## config.mk

```make
export PLATFORM = sky130hd
export DESIGN_NAME = aud_ser_tx
export DESIGN_NICKNAME = d
export VERILOG_FILES = /design/src/rtl/aud_ser_pkg.sv /design/src/rtl/aud_ser_bclk_gen.sv /design/src/rtl/aud_ser_sync.sv /design/src/rtl/aud_ser_buf.sv /design/src/rtl/aud_ser_frame.sv /design/src/rtl/aud_ser_tx.sv
export SDC_FILE = /design/constraint.sdc
export NUM_CORES = 1
export LEC_CHECK = 0
export BUFFER_PORTS_ARGS = -buffer_cell sky130_fd_sc_hd__buf_2
export CAP_MARGIN = 20
export CELL_PAD_IN_SITES_DETAIL_PLACEMENT = 0
export CELL_PAD_IN_SITES_GLOBAL_PLACEMENT = 1
export CORE_MARGIN = 2
export CORE_UTILIZATION = 35
export CTS_CLUSTER_DIAMETER = 150
export CTS_CLUSTER_SIZE = 30
export DETAILED_ROUTE_END_ITERATION = 6
export MAX_ROUTING_LAYER = met4
export PLACE_DENSITY_LB_ADDON = 0.1
export SYNTH_ARGS = -nofsm -noshare
export SYNTH_HDL_FRONTEND = slang
export SYNTH_SLANG_ARGS = --single-unit
```

## constraint.sdc

```tcl
create_clock -name clk -period 4.4 [get_ports clk]
set_clock_uncertainty 0.15 [all_clocks]
set_input_delay 0.22 -clock clk [delete_from_list [all_inputs] [get_ports clk]]
set_output_delay 0.22 -clock clk [all_outputs]
set_load 0.01 [all_outputs]
```

## src/rtl/aud_ser_pkg.sv

```systemverilog
package aud_ser_pkg;

   localparam int SLOT_BITS  = 32;
   localparam int FRAME_BITS = 2 * SLOT_BITS;
   localparam int POS_W      = $clog2(FRAME_BITS);

   typedef enum logic [1:0] {
      FMT_RJ  = 2'b00,
      FMT_LJ  = 2'b01,
      FMT_I2S = 2'b10,
      FMT_DSP = 2'b11
   } fmt_e;

   // framing part of the control word, latched at each frame start
   typedef struct packed {
      logic       swap;
      logic       phase;
      logic [1:0] wlen;
      fmt_e       fmt;
   } fmt_cfg_t;

   typedef struct packed {
      logic     active;
      logic     master;
      fmt_cfg_t fc;
   } cfg_t;

   function automatic int word_bits(logic [1:0] wl);
      return (wl == 2'b11) ? 32 : 16 + 4 * int'(wl);
   endfunction

   // serial bit for frame position p
   function automatic logic slot_bit(fmt_cfg_t c, logic [31:0] l, logic [31:0] r,
                                     logic [POS_W-1:0] p);
      int          w, q, k;
      logic [31:0] a, b, s;
      logic        res;
      w   = word_bits(c.wlen);
      a   = c.swap ? r : l;
      b   = c.swap ? l : r;
      res = 1'b0;
      if (c.fmt == FMT_DSP) begin
         k = int'(p) - (c.phase ? 0 : 1);
         if (k >= 0 && k < w)           res = a[5'(w - 1 - k)];
         else if (k >= w && k < 2 * w)  res = b[5'(2 * w - 1 - k)];
      end else begin
         s = p[POS_W-1] ? b : a;
         q = int'(p[POS_W-2:0]);
         case (c.fmt)
            FMT_LJ:  if (q < w)             res = s[5'(w - 1 - q)];
            FMT_I2S: if (q >= 1 && q <= w)  res = s[5'(w - q)];
            default: if (31 - q < w)        res = s[5'(31 - q)];
         endcase
      end
      return res;
   endfunction

   function automatic logic lr_level(fmt_cfg_t c, logic [POS_W-1:0] p);
      if (c.fmt == FMT_DSP) return (p == '0);
      return p[POS_W-1] ? ~c.phase : c.phase;
   endfunction

endpackage

```

## src/rtl/aud_ser_bclk_gen.sv

```systemverilog
module aud_ser_bclk_gen #(
   parameter int BCLK_HALF = 4
) (
   input  logic clk,
   input  logic rst,
   input  logic en_i,
   output logic bclk_o,
   output logic fall_o
);
   localparam int CW = $clog2(BCLK_HALF);
   localparam logic [CW-1:0] LAST = CW'(BCLK_HALF - 1);

   logic [CW-1:0] cnt;
   logic          bclk_q;

   always_ff @(posedge clk) begin
      if (rst || !en_i) begin
         cnt    <= '0;
         bclk_q <= 1'b0;
      end else if (cnt == LAST) begin
         cnt    <= '0;
         bclk_q <= ~bclk_q;
      end else begin
         cnt <= cnt + 1'b1;
      end
   end

   assign bclk_o = bclk_q;
   assign fall_o = en_i & bclk_q & (cnt == LAST);
endmodule

```

## src/rtl/aud_ser_sync.sv

```systemverilog
module aud_ser_sync #(
   parameter int STAGES = 2
) (
   input  logic clk,
   input  logic rst,
   input  logic bclk_i,
   input  logic lrclk_i,
   output logic fall_o,
   output logic lr_o
);
   logic [STAGES-1:0] bq, lq;
   logic              bprev;

   always_ff @(posedge clk) begin
      if (rst) begin
         bq    <= '0;
         lq    <= '0;
         bprev <= 1'b0;
      end else begin
         bq    <= {bq[STAGES-2:0], bclk_i};
         lq    <= {lq[STAGES-2:0], lrclk_i};
         bprev <= bq[STAGES-1];
      end
   end

   assign fall_o = bprev & ~bq[STAGES-1];
   assign lr_o   = lq[STAGES-1];
endmodule

```

## src/rtl/aud_ser_buf.sv

```systemverilog
module aud_ser_buf #(
   parameter int DW = 32
) (
   input  logic          clk,
   input  logic          rst,
   input  logic          valid_i,
   output logic          ready_o,
   input  logic [DW-1:0] l_i,
   input  logic [DW-1:0] r_i,
   input  logic          take_i,
   output logic          full_o,
   output logic [DW-1:0] l_o,
   output logic [DW-1:0] r_o
);
   logic full_q;

   always_ff @(posedge clk) begin
      if (rst) begin
         full_q <= 1'b0;
         l_o    <= '0;
         r_o    <= '0;
      end else if (valid_i && !full_q) begin
         full_q <= 1'b1;
         l_o    <= l_i;
         r_o    <= r_i;
      end else if (take_i) begin
         full_q <= 1'b0;
      end
   end

   assign ready_o = ~full_q;
   assign full_o  = full_q;
endmodule

```

## src/rtl/aud_ser_frame.sv

```systemverilog
module aud_ser_frame
   import aud_ser_pkg::*;
(
   input  logic     clk,
   input  logic     rst,
   input  logic     fall_i,
   input  logic     master_i,
   input  logic     lr_s_i,
   input  fmt_cfg_t fc_i,
   input  logic     pend_full_i,
   input  logic [31:0] pend_l_i,
   input  logic [31:0] pend_r_i,
   output logic     frame_start_o,
   output logic     sd_o,
   output logic     lr_o,
   output logic     underrun_o
);
   logic [POS_W-1:0] pos;
   fmt_cfg_t         fc_l;
   logic [31:0]      cur_l, cur_r, nxt_l, nxt_r;
   logic             lr_last, ext_edge;

   assign ext_edge = (fc_i.fmt == FMT_DSP) ? (lr_s_i & ~lr_last)
                   : ((lr_s_i == fc_i.phase) && (lr_last != fc_i.phase));
   assign frame_start_o = fall_i & ((pos == POS_W'(FRAME_BITS - 1)) | (~master_i & ext_edge));
   assign nxt_l = pend_full_i ? pend_l_i : cur_l;
   assign nxt_r = pend_full_i ? pend_r_i : cur_r;

   always_ff @(posedge clk) begin
      if (rst) begin
         pos        <= POS_W'(FRAME_BITS - 1);
         fc_l       <= '0;
         cur_l      <= '0;
         cur_r      <= '0;
         sd_o       <= 1'b0;
         lr_o       <= 1'b0;
         lr_last    <= 1'b0;
         underrun_o <= 1'b0;
      end else begin
         underrun_o <= frame_start_o & ~pend_full_i;
         if (fall_i) begin
            lr_last <= lr_s_i;
            if (frame_start_o) begin
               fc_l  <= fc_i;
               cur_l <= nxt_l;
               cur_r <= nxt_r;
               pos   <= '0;
               sd_o  <= slot_bit(fc_i, nxt_l, nxt_r, '0);
               lr_o  <= master_i & lr_level(fc_i, '0);
            end else begin
               pos   <= pos + 1'b1;
               sd_o  <= slot_bit(fc_l, cur_l, cur_r, pos + 1'b1);
               lr_o  <= master_i & lr_level(fc_l, pos + 1'b1);
            end
         end
      end
   end
endmodule

```

## src/rtl/aud_ser_tx.sv

```systemverilog
module aud_ser_tx
   import aud_ser_pkg::*;
#(
   parameter int BCLK_HALF   = 4,
   parameter int SYNC_STAGES = 2
) (
   input  logic        clk,
   input  logic        rst,
   input  logic [7:0]  cfg_i,
   input  logic        s_valid_i,
   output logic        s_ready_o,
   input  logic [31:0] s_left_i,
   input  logic [31:0] s_right_i,
   input  logic        bclk_i,
   input  logic        lrclk_i,
   output logic        bclk_o,
   output logic        lrclk_o,
   output logic        clk_drive_o,
   output logic        sd_o,
   output logic        underrun_o
);
   generate
      if (BCLK_HALF < 2) begin : g_bad_half
         $error("BCLK_HALF must be at least 2");
      end
      if (SYNC_STAGES < 2) begin : g_bad_sync
         $error("SYNC_STAGES must be at least 2");
      end
   endgenerate

   cfg_t        cfg;
   logic        m_fall, s_fall, s_lr, fall, take, pend_full;
   logic [31:0] pend_l, pend_r;
   logic        sd_q, lr_q;

   assign cfg  = cfg_t'(cfg_i);
   assign fall = cfg.master ? m_fall : s_fall;

   aud_ser_bclk_gen #(.BCLK_HALF(BCLK_HALF)) u_bclk (
      .clk(clk), .rst(rst), .en_i(cfg.master), .bclk_o(bclk_o), .fall_o(m_fall));

   aud_ser_sync #(.STAGES(SYNC_STAGES)) u_sync (
      .clk(clk), .rst(rst), .bclk_i(bclk_i), .lrclk_i(lrclk_i),
      .fall_o(s_fall), .lr_o(s_lr));

   aud_ser_buf #(.DW(32)) u_buf (
      .clk(clk), .rst(rst), .valid_i(s_valid_i), .ready_o(s_ready_o),
      .l_i(s_left_i), .r_i(s_right_i), .take_i(take),
      .full_o(pend_full), .l_o(pend_l), .r_o(pend_r));

   aud_ser_frame u_frame (
      .clk(clk), .rst(rst), .fall_i(fall), .master_i(cfg.master), .lr_s_i(s_lr),
      .fc_i(cfg.fc), .pend_full_i(pend_full), .pend_l_i(pend_l), .pend_r_i(pend_r),
      .frame_start_o(take), .sd_o(sd_q), .lr_o(lr_q), .underrun_o(underrun_o));

   assign lrclk_o     = cfg.master & lr_q;
   assign sd_o        = cfg.active & sd_q;
   assign clk_drive_o = cfg.master;
endmodule

```

Word level (Yosys, flattened, before mapping)

Cells that the tools add are included.

Add/sub/neg operators: 17
Equality and inequality tests: 12
Multipliers: 0
$lt $le $gt $ge: 22
Muxes and demuxes: 74
Divide/modulo/power cells: 0
Bitwise operators: 18
Reductions and logical operators: 14
Shifts and indexed selects: 0

Operators with widths:

| operator                                                                      | number |
|---|---|
| 32-bit two-way mux                                                            | 7 |
| 32-bit less-than comparator                                                   | 4 |
| 32-bit by 1-bit >= comparator with 1-bit output (second input constant)       | 2 |
| 32-bit >= comparator                                                          | 2 |
| 5-bit by 7-bit less-than comparator with 1-bit output (second input constant) | 8 |
| 1-bit two-way mux                                                             | 54 |
| 1-bit binary-select mux with 5-bit select                                     | 8 |
| 6-bit by 32-bit <= comparator with 1-bit output                               | 1 |
| 1-bit by 32-bit less-than comparator with 1-bit output (first input constant) | 1 |
| 6-bit by 32-bit less-than comparator with 1-bit output                        | 1 |
| 6-bit by 32-bit less-than comparator with 1-bit output (first input constant) | 1 |
| 5-bit subtractor                                                              | 6 |
| 5-bit by 2-bit subtractor with 5-bit output (second input constant)           | 4 |
| 6-bit two-way mux                                                             | 3 |
| 2-bit equality test (second input constant)                                   | 7 |
| 5-bit by 4-bit adder with 6-bit output (first input constant)                 | 2 |
| 1-bit bitwise AND                                                             | 11 |
| 1-bit logical AND                                                             | 7 |
| 6-bit by 7-bit less-than comparator with 1-bit output                         | 1 |
| 6-bit by 1-bit subtractor with 7-bit output                                   | 1 |
| 6-bit by 1-bit adder with 6-bit output (second input constant)                | 1 |
| 6-bit equality test (second input constant)                                   | 1 |
| 6-bit logical NOT                                                             | 1 |
| 1-bit inverter                                                                | 6 |
| other kinds (14)                                                              | 17 |

Memories kept: 0
Logic and storage cells: 176
Register bits after elaboration: 153
Latch bits: 0
Bits of input ports: 77
Memory bits (read-only): 0
Memory bits (writable): 0

Depth between registers and ports, before layout

Gate-level depths: netlist of the first run.

Depth after elaboration: 15
Gate-level depth with buffers: 15
Mapped depth without buffers: 15

Hierarchy

A second synthesis of the first run with hierarchy kept.

Cells, all modules: 1,323
Area, all modules: 11,598.6 sq um

Modules (own cells, without submodules):

| module           | cells an instance | seq. area each (sq um) | times used | area an instance (sq um) |
|---|---|---|---|---|
| aud_ser_frame    | 1,001             | 1,601.5                | 1          | 8,182.8 |
| aud_ser_buf      | 296               | 1,301.2                | 1          | 3,103.0 |
| aud_ser_sync     | 11                | 100.1                  | 1          | 140.1 |
| aud_ser_bclk_gen | 11                | 60.1                   | 1          | 136.4 |
| aud_ser_tx       | 4                 | 0.0                    | 1          | 36.3 |

Worst setup path before layout of the first run

OpenSTA, ideal clock, no wires.

Kind: flip-flop to flip-flop
Start: register u_frame.pos[0]
End: register u_frame.sd_o
Period minus slack after synthesis: 3.689 ns
Buffers on the path: 1
Data arrival time: 3.425 ns
Setup time: 0.114 ns
Stages on the path, launching flop included: 14
Path slack: 0.711 ns
Cell sequence: dfxtp_1 -> ha_1 -> buf_2 -> xnor2_2 -> inv_2 -> xnor2_2 -> inv_1 -> ha_1 -> xor2_1 -> mux4_2 -> mux2_2 -> o211ai_1 -> a31oi_1 -> a21o_1

Cells in the longest elaborated chain, start to end: 10
Elaborated cells on any way between the ends: 45
Those cells by class: add/sub (7); order compare (8); eq/ne (1); mux (24); bitwise (2); reduce/logical (3)

RTL lines:

| element                                               | RTL line            | text |
|---|---|---|
| start, declared                                       | aud_ser_frame.sv:18 | `logic [POS_W-1:0] pos;` |
| start signal, assigned                                | aud_ser_frame.sv:31 | `pos <= POS_W'(FRAME_BITS - 1);` |
| start signal, assigned                                | aud_ser_frame.sv:51 | `pos <= pos + 1'b1;` |
| 6-bit by 1-bit adder with 6-bit output                | aud_ser_frame.sv:52 | `sd_o <= slot_bit(fc_l, cur_l, cur_r, pos + 1'b1);` |
| 6-bit by 1-bit subtractor with 7-bit output           | aud_ser_pkg.sv:43   | `k = int'(p) - (c.phase ? 0 : 1);` |
| 5-bit subtractor                                      | aud_ser_pkg.sv:45   | `else if (k >= w && k < 2 * w) res = b[5'(2 * w - 1 - k)];` |
| 1-bit binary-select mux with 5-bit select             | aud_ser_pkg.sv:45   |  |
| 1-bit two-way mux (not written as such) (2 in series) | aud_ser_pkg.sv:45   |  |
| 1-bit two-way mux                                     | aud_ser_pkg.sv:45   |  |
| 1-bit two-way mux                                     | aud_ser_pkg.sv:44   | `if (k >= 0 && k < w) res = a[5'(w - 1 - k)];` |
| 1-bit two-way mux                                     | aud_ser_pkg.sv:42   | `if (c.fmt == FMT_DSP) begin` |
| 1-bit two-way mux *                                   | aud_ser_frame.sv:43 | `if (frame_start_o) begin` |
| end signal, assigned                                  | aud_ser_frame.sv:48 | `sd_o <= slot_bit(fc_i, nxt_l, nxt_r, '0);` |
| end signal, assigned                                  | aud_ser_frame.sv:52 |  |
| end, declared                                         | aud_ser_frame.sv:14 | `output logic sd_o,` |

Mark *: on every way between the ends. The rest lies on a longest branch, timed or not. The select of a mux whose other input is x is not followed.
A chain may end at the register's enable or synchronous reset.

Worst setup path in the final report of the first run

Same ends and word-level chain as after synthesis.

==> results of run 1 <==
power breakdown:
group	leakage [nW]	switching (mW)	internal [mW]
clock	0.283	0.746	0.774
sequential	1.24	0.0347	1.42
combinational	2.80	0.356	0.270
total	4.33	1.14	2.47
logic make-up after synthesis:
group                      count (synthesis)  synth area share, %
AOI/OAI and AO/OA                        279                 17.3
xor gates and xnor gates                  27                 3.36
adders and majority gates                 48                 6.26
buffers and inverters                    119                 5.23
DFF                                      153                 31.7
muxes                                     77                 14.3
and+or+nand+nor                          485                 21.8
registers in the layout (all words and copies together), names as in the netlist:
| register | flops |
|---|---|
| u_buf.l_o | 32 |
| u_buf.r_o | 32 |
| u_frame.cur_l | 32 |
| u_frame.cur_r | 32 |
| u_frame.fc_l | 6 |
| u_frame.pos | 6 |
| u_bclk.cnt | 2 |
| u_sync.bq | 2 |
| u_sync.lq | 2 |
| u_bclk.bclk_o | 1 |
| u_buf.full_o | 1 |
| u_frame.lr_last | 1 |
| u_frame.lr_o | 1 |
| u_frame.sd_o | 1 |
| u_frame.underrun_o | 1 |
| u_sync.bprev | 1 |
metrics by stage:
stage | util [%] | total power [mW] | setup WS (ns) | instance area [um2]
floorplan | - | 1.88 | 0.711 | 9670
global placement | 38.3 | 2.06 | 0.328 | 10400
detailed placement | 38.3 | 2.06 | 0.257 | 10400
CTS | 43.2 | 3.63 | 0.215 | 11700
global route | 43.2 | 3.76 | 0.0805 | 11700
finish | 43.2 | 3.60 | 0.457 | 11700
worst min-delay path, cell delays in order:
cell	delay [ns]
buf_2	0.21
nand2_1	0.09
a21oi_1	0.05
synth_stat cells, types with 5 or more instances:
library cell	instances	share of area (%)
xnor2_1	13	1.2
mux2_2	5	0.58
xor2_1	6	0.54
inv_1	29	1.1
and3_1	7	0.45
a21oi_1	163	8.4
nor2b_1	12	0.78
mux4_2	48	11
nand2_1	336	13
o21ai_0	26	1.3
buf_1	8	0.31
ha_1	46	6.0
clkbuf_1	56	2.2
mux2i_1	21	2.2
dfxtp_1	153	32
o211ai_1	7	0.54
or3_1	6	0.39
a31oi_1	11	0.71
nor3_1	20	1.0
nand2b_1	8	0.52
nand3_1	38	2.0
nor2_1	24	0.93
a211oi_1	8	0.62
buf_2	17	0.88
nand4_1	8	0.52
area by class of cell:
cell class	instances	area share, %
Multi-Input combinational cell	916	52.5
Sequential cell	153	26.2
Timing Repair Buffer	181	11.6
Clock buffer	18	3.76
Tap cell	341	3.65
Clock inverter	14	1.29
Inverter	32	1.03
worst paths after layout:
kind,cells past startpoint,end,slack (ns),from
min,3,u_frame.fc_l[4]$_SDFFE_PP0P_,0.03,cfg_i[4]
min reg2reg,1,u_bclk.cnt[0]$_SDFF_PP0_,0.29,u_bclk.cnt[0]$_SDFF_PP0_
max reg2reg,12,u_frame.sd_o$_SDFFE_PP0P_,0.46,u_frame.pos[0]$_SDFFE_PP1P_
max,12,u_frame.sd_o$_SDFFE_PP0P_,0.46,u_frame.pos[0]$_SDFFE_PP1P_
metal layers:
metal  vias to the layer above  wire length [um]
li1                       4433                 -
met1                      4444             16400
met2                       262             15700
met3                        56              1740
met4                         0              1020
met5                         -                 0
repair_timing:
item | 4_1_cts | 5_1_grt
resized for setup | 0 | 1
hold endpoints to repair | 74 | 0
hold buffers | 72 | 0
endpoints found under the setup margin | 0 | 1
setup buffers | 0 | 0
==> run_summary.xml, run 1 <==
<?xml version="1.0" encoding="UTF-8"?>
<metrics>
  <group name="run_status">
    <metric name="run_status" unit="">complete, no violations</metric>
  </group>
  <group name="drt">
    <metric name="drt_first_iter_violations" unit="">746</metric>
    <metric name="drtAntennaViolNets" unit="">0</metric>
    <metric name="remaining_drc_errors" unit="">0</metric>
    <metric name="dr_pass1_iterations" unit="">5</metric>
    <metric name="route.final.wire_length" unit="um">34900</metric>
    <metric name="avgViaCountPerCell" unit="">5.56</metric>
    <metric name="routed_wire_length_per_instance" unit="um">21.1</metric>
    <metric name="routed-via-count" unit="">9195</metric>
  </group>
  <group name="clocking">
    <metric name="cts_made_buffers" unit="">17</metric>
    <metric name="cts.clk_slew.worst_paths" unit="ns">0.07</metric>
    <metric name="root_buffer" unit="">clkbuf_16</metric>
    <metric name="ctsHtreeMaxLevel" unit="">4</metric>
    <metric name="clock_sinks" unit="">153</metric>
    <metric name="tritoncts_clock_tree" unit="">yes</metric>
    <metric name="clock_tree.buffer_depth" unit="">2</metric>
    <metric name="clkLatencyLatePin" unit="ns">0.44</metric>
  </group>
  <group name="critical_path">
    <metric name="cpPeakStageDelay" unit="ns">0.57</metric>
    <metric name="timing.critical_path.slowest_stage_cell" unit="">mux4_2</metric>
    <metric name="worst_ep_required_time" unit="ns">4.58</metric>
    <metric name="worst-setup-path-type" unit="">reg2reg</metric>
    <metric name="critPathLaunchType" unit="">flop</metric>
    <metric name="cp-end-kind" unit="">flop</metric>
    <metric name="crit_buf_inv" unit="">2</metric>
    <metric name="path_cells" unit="">ha_1 &gt; xnor2_2 &gt; inv_2 &gt; xnor2_2 &gt; inv_1 &gt; ha_1 &gt; xor2_2 &gt; mux4_2 &gt; mux2_2 &gt; o211ai_1 &gt; a31oi_1 &gt; a21o_1</metric>
    <metric name="critical-path-top-delay-family" unit="">XOR/XNOR gates</metric>
    <metric name="worst-path-max-fanout" unit="">11</metric>
    <metric name="cp_data_arrival_time" unit="ns">4.12</metric>
  </group>
  <group name="synth">
    <metric name="synthFlopType" unit="">dfxtp_1</metric>
    <metric name="postSynth.asyncResetShare" unit="%">0</metric>
    <metric name="ys_seq_elements" unit="">153</metric>
    <metric name="synth_fp_nets" unit="">1312</metric>
    <metric name="yosysSeqAreaShare" unit="%">31.7</metric>
    <metric name="syn-instance-count" unit="">1188</metric>
    <metric name="post_synth_instance_area" unit="um2">9670</metric>
    <metric name="synth-edff-count" unit="">0</metric>
    <metric name="synth-warning-count" unit="">0</metric>
    <metric name="post_synthesis_cell_type_count" unit="">81</metric>
    <metric name="synth_area_per_cell" unit="um2">8.14</metric>
  </group>
  <group name="placed_design">
    <metric name="portBuffers" unit="">82</metric>
    <metric name="dp.cells" unit="">1551</metric>
    <metric name="gpl_congestion" unit="">0.971</metric>
    <metric name="detailed_place_hpwl" unit="um">24900</metric>
  </group>
  <group name="pwr">
    <metric name="power.leakage" unit="nW">4.33</metric>
    <metric name="irDropWorstVdd" unit="V">0.000255</metric>
    <metric name="cell_area_power_density" unit="nW/um2">309</metric>
  </group>
  <group name="sta">
    <metric name="setup_repair_after_global_routing_missed_its_margin" unit="">no</metric>
    <metric name="report.final.hold_viol_count" unit="">0</metric>
    <metric name="worstMarginPinSlew" unit="ns">0.971</metric>
    <metric name="totalNegativeSetupSlack" unit="ns">0</metric>
    <metric name="relSlewSlack" unit="%">35.2</metric>
    <metric name="maxSlewViolCount" unit="">0</metric>
    <metric name="finalCriticalPeriod" unit="ns">3.94</metric>
    <metric name="setup-violations-final" unit="">0</metric>
    <metric name="fmax" unit="MHz">254</metric>
    <metric name="fin_hold_ws" unit="ns">0.0337</metric>
    <metric name="min_period_over_period" unit="%">89.6</metric>
  </group>
  <group name="global_routing">
    <metric name="met3_usage" unit="%">4.33</metric>
    <metric name="first_global_vias" unit="">8884</metric>
    <metric name="grt_first_pass_wirelength" unit="um">54600</metric>
    <metric name="grtUsageMet2" unit="%">38.8</metric>
    <metric name="grt_antenna_before_repair" unit="">0</metric>
    <metric name="top_usage_layer" unit="">met2</metric>
    <metric name="grtUsageMet1" unit="%">34.8</metric>
    <metric name="grt_overflow_total" unit="">0</metric>
    <metric name="grt_max_degree" unit="">89</metric>
    <metric name="grt_util_all_layers" unit="%">25.6</metric>
  </group>
  <group name="run">
    <metric name="drv_cap" unit="">0</metric>
  </group>
  <group name="final_layout">
    <metric name="n_antenna_cell" unit="">0</metric>
    <metric name="final-seq-area" unit="um2">3060</metric>
    <metric name="filler_instances" unit="">2818</metric>
    <metric name="mostFrequentLayoutCell" unit="">nand2_1</metric>
    <metric name="non_filler_instances" unit="">1655</metric>
    <metric name="fin_nets" unit="">1425</metric>
    <metric name="most-common-layout-cells" unit="">nand2_1, a21oi_1, dfxtp_1</metric>
    <metric name="fraction_of_layout_cells_with_a_size_suffix_above_1" unit="%">16.7</metric>
    <metric name="layout-area-overhead-vs-synth" unit="%">20.8</metric>
    <metric name="multi_input_gate_area" unit="um2">6130</metric>
  </group>
  <group name="floorplanning">
    <metric name="die_y" unit="um">170</metric>
    <metric name="die_w" unit="um">170</metric>
    <metric name="start_util" unit="%">35.8</metric>
    <metric name="rows" unit="">60</metric>
    <metric name="io_pins" unit="">83</metric>
    <metric name="die_area" unit="um2">29000</metric>
    <metric name="core_box_area" unit="um2">27000</metric>
  </group>
  <group name="hold_path">
    <metric name="min_path_type" unit="">in2reg</metric>
  </group>
</metrics>
Power figures use the tool's default switching activity.
==> run 2: changes to the inputs <==
- CORE_MARGIN: 2 -> 5
- GPL_ROUTABILITY_DRIVEN: default -> 0
- RECOVER_POWER: default -> 25
==> run 2 against run 1 <==
Net effect:
- total power increased by 0.58%
- design area rose by 0.27%
- sequential power is essentially flat
- maximum frequency decreased by 3.0%
- clock power barely moved
- die area grew 7.2%
- worst setup slack got worse by 0.12 ns
- non-clock buffer count rose by 1
- via count increased by 0.80%
- largest cell class unchanged
- worst hold slack improved by 0.023 ns
- routed wire length shrank 0.39%
- register-to-register slack worse by 0.12 ns
==> run_summary.xml, run 2 (synthesized netlist as in run 1, its figures left out) <==
<?xml version="1.0" encoding="UTF-8"?>
<metrics>
  <group name="sta">
    <metric name="maxSlewViolCount" unit="">0</metric>
    <metric name="relSlewSlack" unit="%">33.0</metric>
    <metric name="setup-violations-final" unit="">0</metric>
    <metric name="finalCriticalPeriod" unit="ns">4.06</metric>
    <metric name="report.final.hold_viol_count" unit="">0</metric>
    <metric name="min_period_over_period" unit="%">92.3</metric>
    <metric name="worstMarginPinSlew" unit="ns">1.00</metric>
    <metric name="fmax" unit="MHz">246</metric>
    <metric name="setup_repair_after_global_routing_missed_its_margin" unit="">no</metric>
    <metric name="fin_hold_ws" unit="ns">0.0564</metric>
    <metric name="totalNegativeSetupSlack" unit="ns">0</metric>
  </group>
  <group name="floorplanning">
    <metric name="die_w" unit="um">176</metric>
    <metric name="die_area" unit="um2">31000</metric>
    <metric name="die_y" unit="um">176</metric>
    <metric name="io_pins" unit="">83</metric>
    <metric name="core_box_area" unit="um2">27100</metric>
    <metric name="rows" unit="">60</metric>
    <metric name="start_util" unit="%">35.7</metric>
  </group>
  <group name="pwr">
    <metric name="irDropWorstVdd" unit="V">0.000232</metric>
    <metric name="cell_area_power_density" unit="nW/um2">310</metric>
    <metric name="power.leakage" unit="nW">4.31</metric>
    <metric name="finalPower" unit="mW">3.62</metric>
  </group>
  <group name="drt">
    <metric name="routed-via-count" unit="">9269</metric>
    <metric name="avgViaCountPerCell" unit="">5.49</metric>
    <metric name="routed_wire_length_per_instance" unit="um">20.6</metric>
    <metric name="drtAntennaViolNets" unit="">0</metric>
    <metric name="remaining_drc_errors" unit="">0</metric>
    <metric name="drt_first_iter_violations" unit="">902</metric>
    <metric name="dr_pass1_iterations" unit="">6</metric>
    <metric name="route.final.wire_length" unit="um">34800</metric>
  </group>
  <group name="final_layout">
    <metric name="n_antenna_cell" unit="">0</metric>
    <metric name="fin_nets" unit="">1426</metric>
    <metric name="fraction_of_layout_cells_with_a_size_suffix_above_1" unit="%">16.0</metric>
    <metric name="most-common-layout-cells" unit="">nand2_1, a21oi_1, dfxtp_1</metric>
    <metric name="mostFrequentLayoutCell" unit="">nand2_1</metric>
    <metric name="layout-area-overhead-vs-synth" unit="%">21.1</metric>
    <metric name="filler_instances" unit="">2785</metric>
    <metric name="postLayoutCellArea" unit="um2">11700</metric>
    <metric name="post-route-util" unit="%">43.2</metric>
  </group>
  <group name="global_routing">
    <metric name="grt_overflow_total" unit="">0</metric>
    <metric name="first_global_vias" unit="">8880</metric>
    <metric name="grt_max_degree" unit="">79</metric>
    <metric name="grt_antenna_before_repair" unit="">0</metric>
    <metric name="grt_first_pass_wirelength" unit="um">54000</metric>
    <metric name="grt_util_all_layers" unit="%">23.0</metric>
  </group>
  <group name="placed_design">
    <metric name="detailed_place_hpwl" unit="um">25300</metric>
    <metric name="portBuffers" unit="">82</metric>
    <metric name="post_dp_cell_area" unit="um2">10400</metric>
  </group>
  <group name="critical_path">
    <metric name="cp_data_arrival_time" unit="ns">4.24</metric>
    <metric name="r2r_slack" unit="ns">0.34</metric>
    <metric name="worst_ep_required_time" unit="ns">4.58</metric>
    <metric name="critPathLaunchType" unit="">flop</metric>
    <metric name="worst-setup-path-type" unit="">reg2reg</metric>
    <metric name="worst-path-max-fanout" unit="">11</metric>
    <metric name="cp-end-kind" unit="">flop</metric>
  </group>
  <group name="run">
    <metric name="drv_cap" unit="">0</metric>
  </group>
  <group name="clocking">
    <metric name="clkLatencyLatePin" unit="ns">0.43</metric>
    <metric name="root_buffer" unit="">clkbuf_16</metric>
    <metric name="clock_tree.buffer_depth" unit="">2</metric>
    <metric name="tritoncts_clock_tree" unit="">yes</metric>
    <metric name="cts_made_buffers" unit="">17</metric>
    <metric name="ctsHtreeMaxLevel" unit="">4</metric>
    <metric name="cts.clk_slew.worst_paths" unit="ns">0.08</metric>
    <metric name="clock_sinks" unit="">153</metric>
  </group>
  <group name="hold_path">
    <metric name="min_path_type" unit="">in2reg</metric>
  </group>
  <group name="run_status">
    <metric name="run_status" unit="">complete, no violations</metric>
  </group>
</metrics>
[run 2: metal layers]
layer	up-vias	track usage, %	wire [um]	share of wire (%)
met3	70	3.68	2230	6.4
met2	357	35.8	15900	46
met5	-	-	0	0
li1	4447	-	-	-
met4	0	6.89	998	2.9
met1	4395	30.9	15700	45
[run 2: path summary, 6_finish.rpt]
kind	from	to	cells after the start
setup / recovery	u_frame.pos[0]$_SDFFE_PP1P_	u_frame.sd_o$_SDFFE_PP0P_	12
hold / removal	cfg_i[4]	u_frame.fc_l[4]$_SDFFE_PP0P_	3
setup reg to reg	u_frame.pos[0]$_SDFFE_PP1P_	u_frame.sd_o$_SDFFE_PP0P_	12
hold reg to reg	u_bclk.cnt[0]$_SDFF_PP0_	u_bclk.cnt[0]$_SDFF_PP0_	1
[run 2: final cells by class]
| class | instances | area [um2] | area share (%) |
|---|---|---|---|
| sequential | 153 | 3060 | 26.2 |
| tap | 372 | 465 | 3.98 |
| clock inverter | 14 | 159 | 1.36 |
| clock buffer | 18 | 429 | 3.67 |
| multi-input combinational | 916 | 6120 | 52.3 |
| timing repair buffer | 182 | 1350 | 11.5 |
| inverter | 32 | 120 | 1.03 |
[run 2: power breakdown]
group | switching, mW | internal [mW]
Combinational | 0.349 | 0.271
Sequential | 0.0389 | 1.42
Clock | 0.732 | 0.811
[run 2: through the flow]
| step | setup slack [ns] | instances |
|---|---|---|
| 2_1_floorplan | 0.711 | 1188 |
| 3_3_place_gp | 0.295 | 1583 |
| 3_5_place_dp | 0.178 | 1583 |
| 4_1_cts | 0.157 | 1687 |
| 5_1_grt | 0.0421 | 1687 |
| 6_report | 0.337 | 1687 |
[run 2: worst max-delay path, cell delays in order (launching register included)]
cell and delay [ns]:
dfxtp_1 0.39, ha_1 0.27, xnor2_2 0.49, inv_2 0.18, xnor2_2 0.46, inv_1 0.10, ha_1 0.24, xor2_2 0.35
mux4_2 0.56, mux2_2 0.28, o211ai_1 0.20, a31oi_1 0.11, a21o_1 0.17
[run 2: repair_timing]
| action | CTS | global route |
|---|---|---|
| hold buffers | 72 | 0 |
| gates resized for setup | 0 | 1 |
| setup endpoints to repair | 0 | 1 |
| buffers inserted | 0 | 0 |
| endpoints found under the hold margin | 74 | 0 |
==> run 3: changes to the inputs <==
--- a/config.mk
+++ b/config.mk
@@ -18,3 +18,3 @@
 export MAX_ROUTING_LAYER = met4
-export PLACE_DENSITY_LB_ADDON = 0.1
+export PLACE_DENSITY = 0.65
 export RECOVER_POWER = 25
==> constraint.sdc (replaced) <==
create_clock -name clk -period 4.4 [get_ports clk]
set_clock_uncertainty 0.15 [all_clocks]
set_input_delay 1.1 -clock clk [delete_from_list [all_inputs] [get_ports clk]]
set_output_delay 1.1 -clock clk [all_outputs]
set_load 0.01 [all_outputs]
==> run 3 against run 2 <==
Net effect:
- the run now ends with max-capacitance violations, max-slew violations left
- non-clock buffer count fell by 70
- maximum frequency rose by 5.3%
- largest power group unchanged
- critical endpoint unchanged
- flip-flop and latch count did not move
- routed wire length fell by 5.7%
- first-iteration DRC count fell by 11%
- cell count fell by 4.1%
- critical path type unchanged
- design area fell by 5.6%
- global-route usage fell by 1.2 points
==> run_summary.xml, run 3 (synthesized netlist as in run 1, its figures left out) <==
<?xml version="1.0" encoding="UTF-8"?>
<metrics>
  <group name="run_status">
    <metric name="run_status" unit="">finished, violations left</metric>
    <metric name="failing_checks" unit="">max-capacitance violations, max-slew violations</metric>
  </group>
  <group name="pwr">
    <metric name="power.leakage" unit="nW">4.05</metric>
    <metric name="irDropWorstVdd" unit="V">0.000173</metric>
    <metric name="cell_area_power_density" unit="nW/um2">322</metric>
    <metric name="finalPower" unit="mW">3.56</metric>
  </group>
  <group name="critical_path">
    <metric name="crit_cells" unit="">13</metric>
    <metric name="r2r_slack" unit="ns">0.54</metric>
    <metric name="cp_data_arrival_time" unit="ns">4.04</metric>
    <metric name="endpoint" unit="">u_frame.sd_o$_SDFFE_PP0P_</metric>
    <metric name="endpoint_of_the_worst_register_to_register_path" unit="">u_frame.sd_o$_SDFFE_PP0P_</metric>
    <metric name="ff2ff_path_depth" unit="">13</metric>
    <metric name="worstSetupStartpoint" unit="">u_frame.pos[1]$_SDFFE_PP1P_</metric>
    <metric name="worst_ep_required_time" unit="ns">4.58</metric>
    <metric name="path_cells" unit="">ha_1 &gt; xnor2_2 &gt; inv_2 &gt; xnor2_2 &gt; inv_1 &gt; ha_1 &gt; xor2_1 &gt; buf_4 &gt; mux4_2 &gt; mux2_2 &gt; o211ai_1 &gt; a31oi_1 &gt; a21o_1</metric>
    <metric name="timing.critical_path.slowest_stage_cell" unit="">xnor2_2</metric>
    <metric name="critical-path-top-delay-family" unit="">XOR/XNOR gates</metric>
    <metric name="crit_buf_inv" unit="">3</metric>
    <metric name="worst-path-max-fanout" unit="">11</metric>
    <metric name="regToRegStartpoint" unit="">u_frame.pos[1]$_SDFFE_PP1P_</metric>
    <metric name="worst-setup-path-type" unit="">reg2reg</metric>
    <metric name="cp-end-kind" unit="">flop</metric>
    <metric name="cpPeakStageDelay" unit="ns">0.51</metric>
    <metric name="critPathLaunchType" unit="">flop</metric>
  </group>
  <group name="sta">
    <metric name="setup_repair_after_global_routing_missed_its_margin" unit="">no</metric>
    <metric name="worstMarginPinSlew" unit="ns">1.53</metric>
    <metric name="totalNegativeSetupSlack" unit="ns">0</metric>
    <metric name="report.final.hold_viol_count" unit="">0</metric>
    <metric name="maxSlewViolCount" unit="">71</metric>
    <metric name="fin_hold_ws" unit="ns">0.286</metric>
    <metric name="min_period_over_period" unit="%">87.7</metric>
    <metric name="setup-violations-final" unit="">0</metric>
    <metric name="fmax" unit="MHz">259</metric>
    <metric name="finalCriticalPeriod" unit="ns">3.86</metric>
    <metric name="relSlewSlack" unit="%">-1.75</metric>
  </group>
  <group name="drt">
    <metric name="remaining_drc_errors" unit="">0</metric>
    <metric name="drtAntennaViolNets" unit="">0</metric>
    <metric name="avgViaCountPerCell" unit="">5.54</metric>
    <metric name="drt_first_iter_violations" unit="">805</metric>
    <metric name="dr_pass1_iterations" unit="">5</metric>
    <metric name="routed-wl-met3" unit="um">2290</metric>
    <metric name="highest_layer" unit="">met4</metric>
    <metric name="detail_route.wirelength.met1" unit="um">14700</metric>
    <metric name="routed_wire_length_per_instance" unit="um">20.3</metric>
    <metric name="met2RoutedLength" unit="um">14700</metric>
    <metric name="route.final.wire_length" unit="um">32800</metric>
    <metric name="routed-via-count" unit="">8960</metric>
  </group>
  <group name="final_layout">
    <metric name="fraction_of_layout_cells_with_a_size_suffix_above_1" unit="%">17.6</metric>
    <metric name="filler_instances" unit="">2842</metric>
    <metric name="mostFrequentLayoutCell" unit="">nand2_1</metric>
    <metric name="fin_nets" unit="">1356</metric>
    <metric name="most-common-layout-cells" unit="">nand2_1, a21oi_1, dfxtp_1</metric>
    <metric name="postLayoutCellArea" unit="um2">11100</metric>
    <metric name="layout-area-overhead-vs-synth" unit="%">14.3</metric>
  </group>
  <group name="global_routing">
    <metric name="grt_max_degree" unit="">71</metric>
    <metric name="grt_overflow_total" unit="">0</metric>
    <metric name="grt_first_pass_wirelength" unit="um">51300</metric>
    <metric name="grt_util_all_layers" unit="%">21.8</metric>
    <metric name="first_global_vias" unit="">8679</metric>
    <metric name="grt_antenna_before_repair" unit="">1</metric>
  </group>
  <group name="floorplanning">
    <metric name="die_w" unit="um">176</metric>
    <metric name="die_area" unit="um2">31000</metric>
    <metric name="start_util" unit="%">35.7</metric>
    <metric name="io_pins" unit="">83</metric>
    <metric name="core_box_area" unit="um2">27100</metric>
    <metric name="die_y" unit="um">176</metric>
    <metric name="rows" unit="">60</metric>
  </group>
  <group name="clocking">
    <metric name="clkLatencyLatePin" unit="ns">0.43</metric>
    <metric name="number_of_instances_resized_during_post_cts_repair" unit="">0</metric>
    <metric name="clock_tree.buffer_depth" unit="">2</metric>
    <metric name="tritoncts_clock_tree" unit="">yes</metric>
    <metric name="clock_sinks" unit="">153</metric>
    <metric name="root_buffer" unit="">clkbuf_16</metric>
    <metric name="ctsHoldBuffers" unit="">0</metric>
    <metric name="cts_made_buffers" unit="">17</metric>
    <metric name="cts.repair_timing.setup_buffer_count" unit="">0</metric>
    <metric name="ctsHtreeMaxLevel" unit="">4</metric>
    <metric name="cts.clk_slew.worst_paths" unit="ns">0.08</metric>
  </group>
  <group name="run">
    <metric name="drv_cap" unit="">1</metric>
  </group>
  <group name="placed_design">
    <metric name="detailed_place_hpwl" unit="um">24200</metric>
    <metric name="portBuffers" unit="">82</metric>
    <metric name="post_dp_cell_area" unit="um2">10400</metric>
  </group>
  <group name="hold_path">
    <metric name="min_path_type" unit="">reg2reg</metric>
  </group>
</metrics>
run 3: cell count changes in the layout (fill, tap and decap cells not counted), moves of 2 or more:
cell           previous run  this run
clkinv_8                  1         6
inv_6                     4         1
clkbuf_2                  0         2
clkbuf_1                  8         3
buf_2                    75        79
dlygate4sd3_1            72         0
run 3: area by class of cell:
type | count | area, um2 | area share, %
Antenna cell | 1 | 2.50 | 0.0226
Clock buffer | 17 | 425 | 3.85
Clock inverter | 15 | 205 | 1.86
Inverter | 32 | 120 | 1.09
Multi-Input combinational cell | 916 | 6120 | 55.4
Sequential cell | 153 | 3060 | 27.7
Tap cell | 372 | 465 | 4.21
Timing Repair Buffer | 112 | 652 | 5.90
run 3: per-stage QoR:
step	setup slack [ns]	std cells	utilization, %
floorplan	0.601	1188	-
global placement	0.464	1585	38.5
detailed placement	0.438	1585	38.5
CTS	0.508	1617	40.8
global route	0.264	1618	40.8
finish	0.542	1618	40.8
run 3: how the worst min path moves through the flow:
stage	from	end	slack (ns)	depth (start not counted)
6_report	u_bclk.cnt[0]$_SDFF_PP0_	u_bclk.cnt[0]$_SDFF_PP0_	0.29	1
5_1_grt	u_bclk.cnt[0]$_SDFF_PP0_	u_bclk.cnt[0]$_SDFF_PP0_	0.31	1
4_1_cts	u_bclk.cnt[0]$_SDFF_PP0_	u_bclk.cnt[0]$_SDFF_PP0_	0.29	1
3_5_place_dp	u_bclk.cnt[0]$_SDFF_PP0_	u_bclk.cnt[0]$_SDFF_PP0_	0.28	1
3_3_place_gp	u_bclk.cnt[0]$_SDFF_PP0_	u_bclk.cnt[0]$_SDFF_PP0_	0.27	1
2_1_floorplan	u_bclk.cnt[0]$_SDFF_PP0_	u_bclk.cnt[0]$_SDFF_PP0_	0.26	1
run 3: per-layer routing:
metal / GRT usage, % / up-vias
met1: 29.0 / 4238
li1: - / 4292
met4: 7.05 / 0
met3: 4.75 / 59
met2: 33.1 / 371
met5: - / -
run 3: where the power goes:
group | internal, mW | total (mW) | switching [mW] | leakage, nW
registers | 1.42 | 1.46 | 0.0367 | 1.24
clock network | 0.825 | 1.53 | 0.708 | 0.298
logic | 0.227 | 0.567 | 0.340 | 2.51
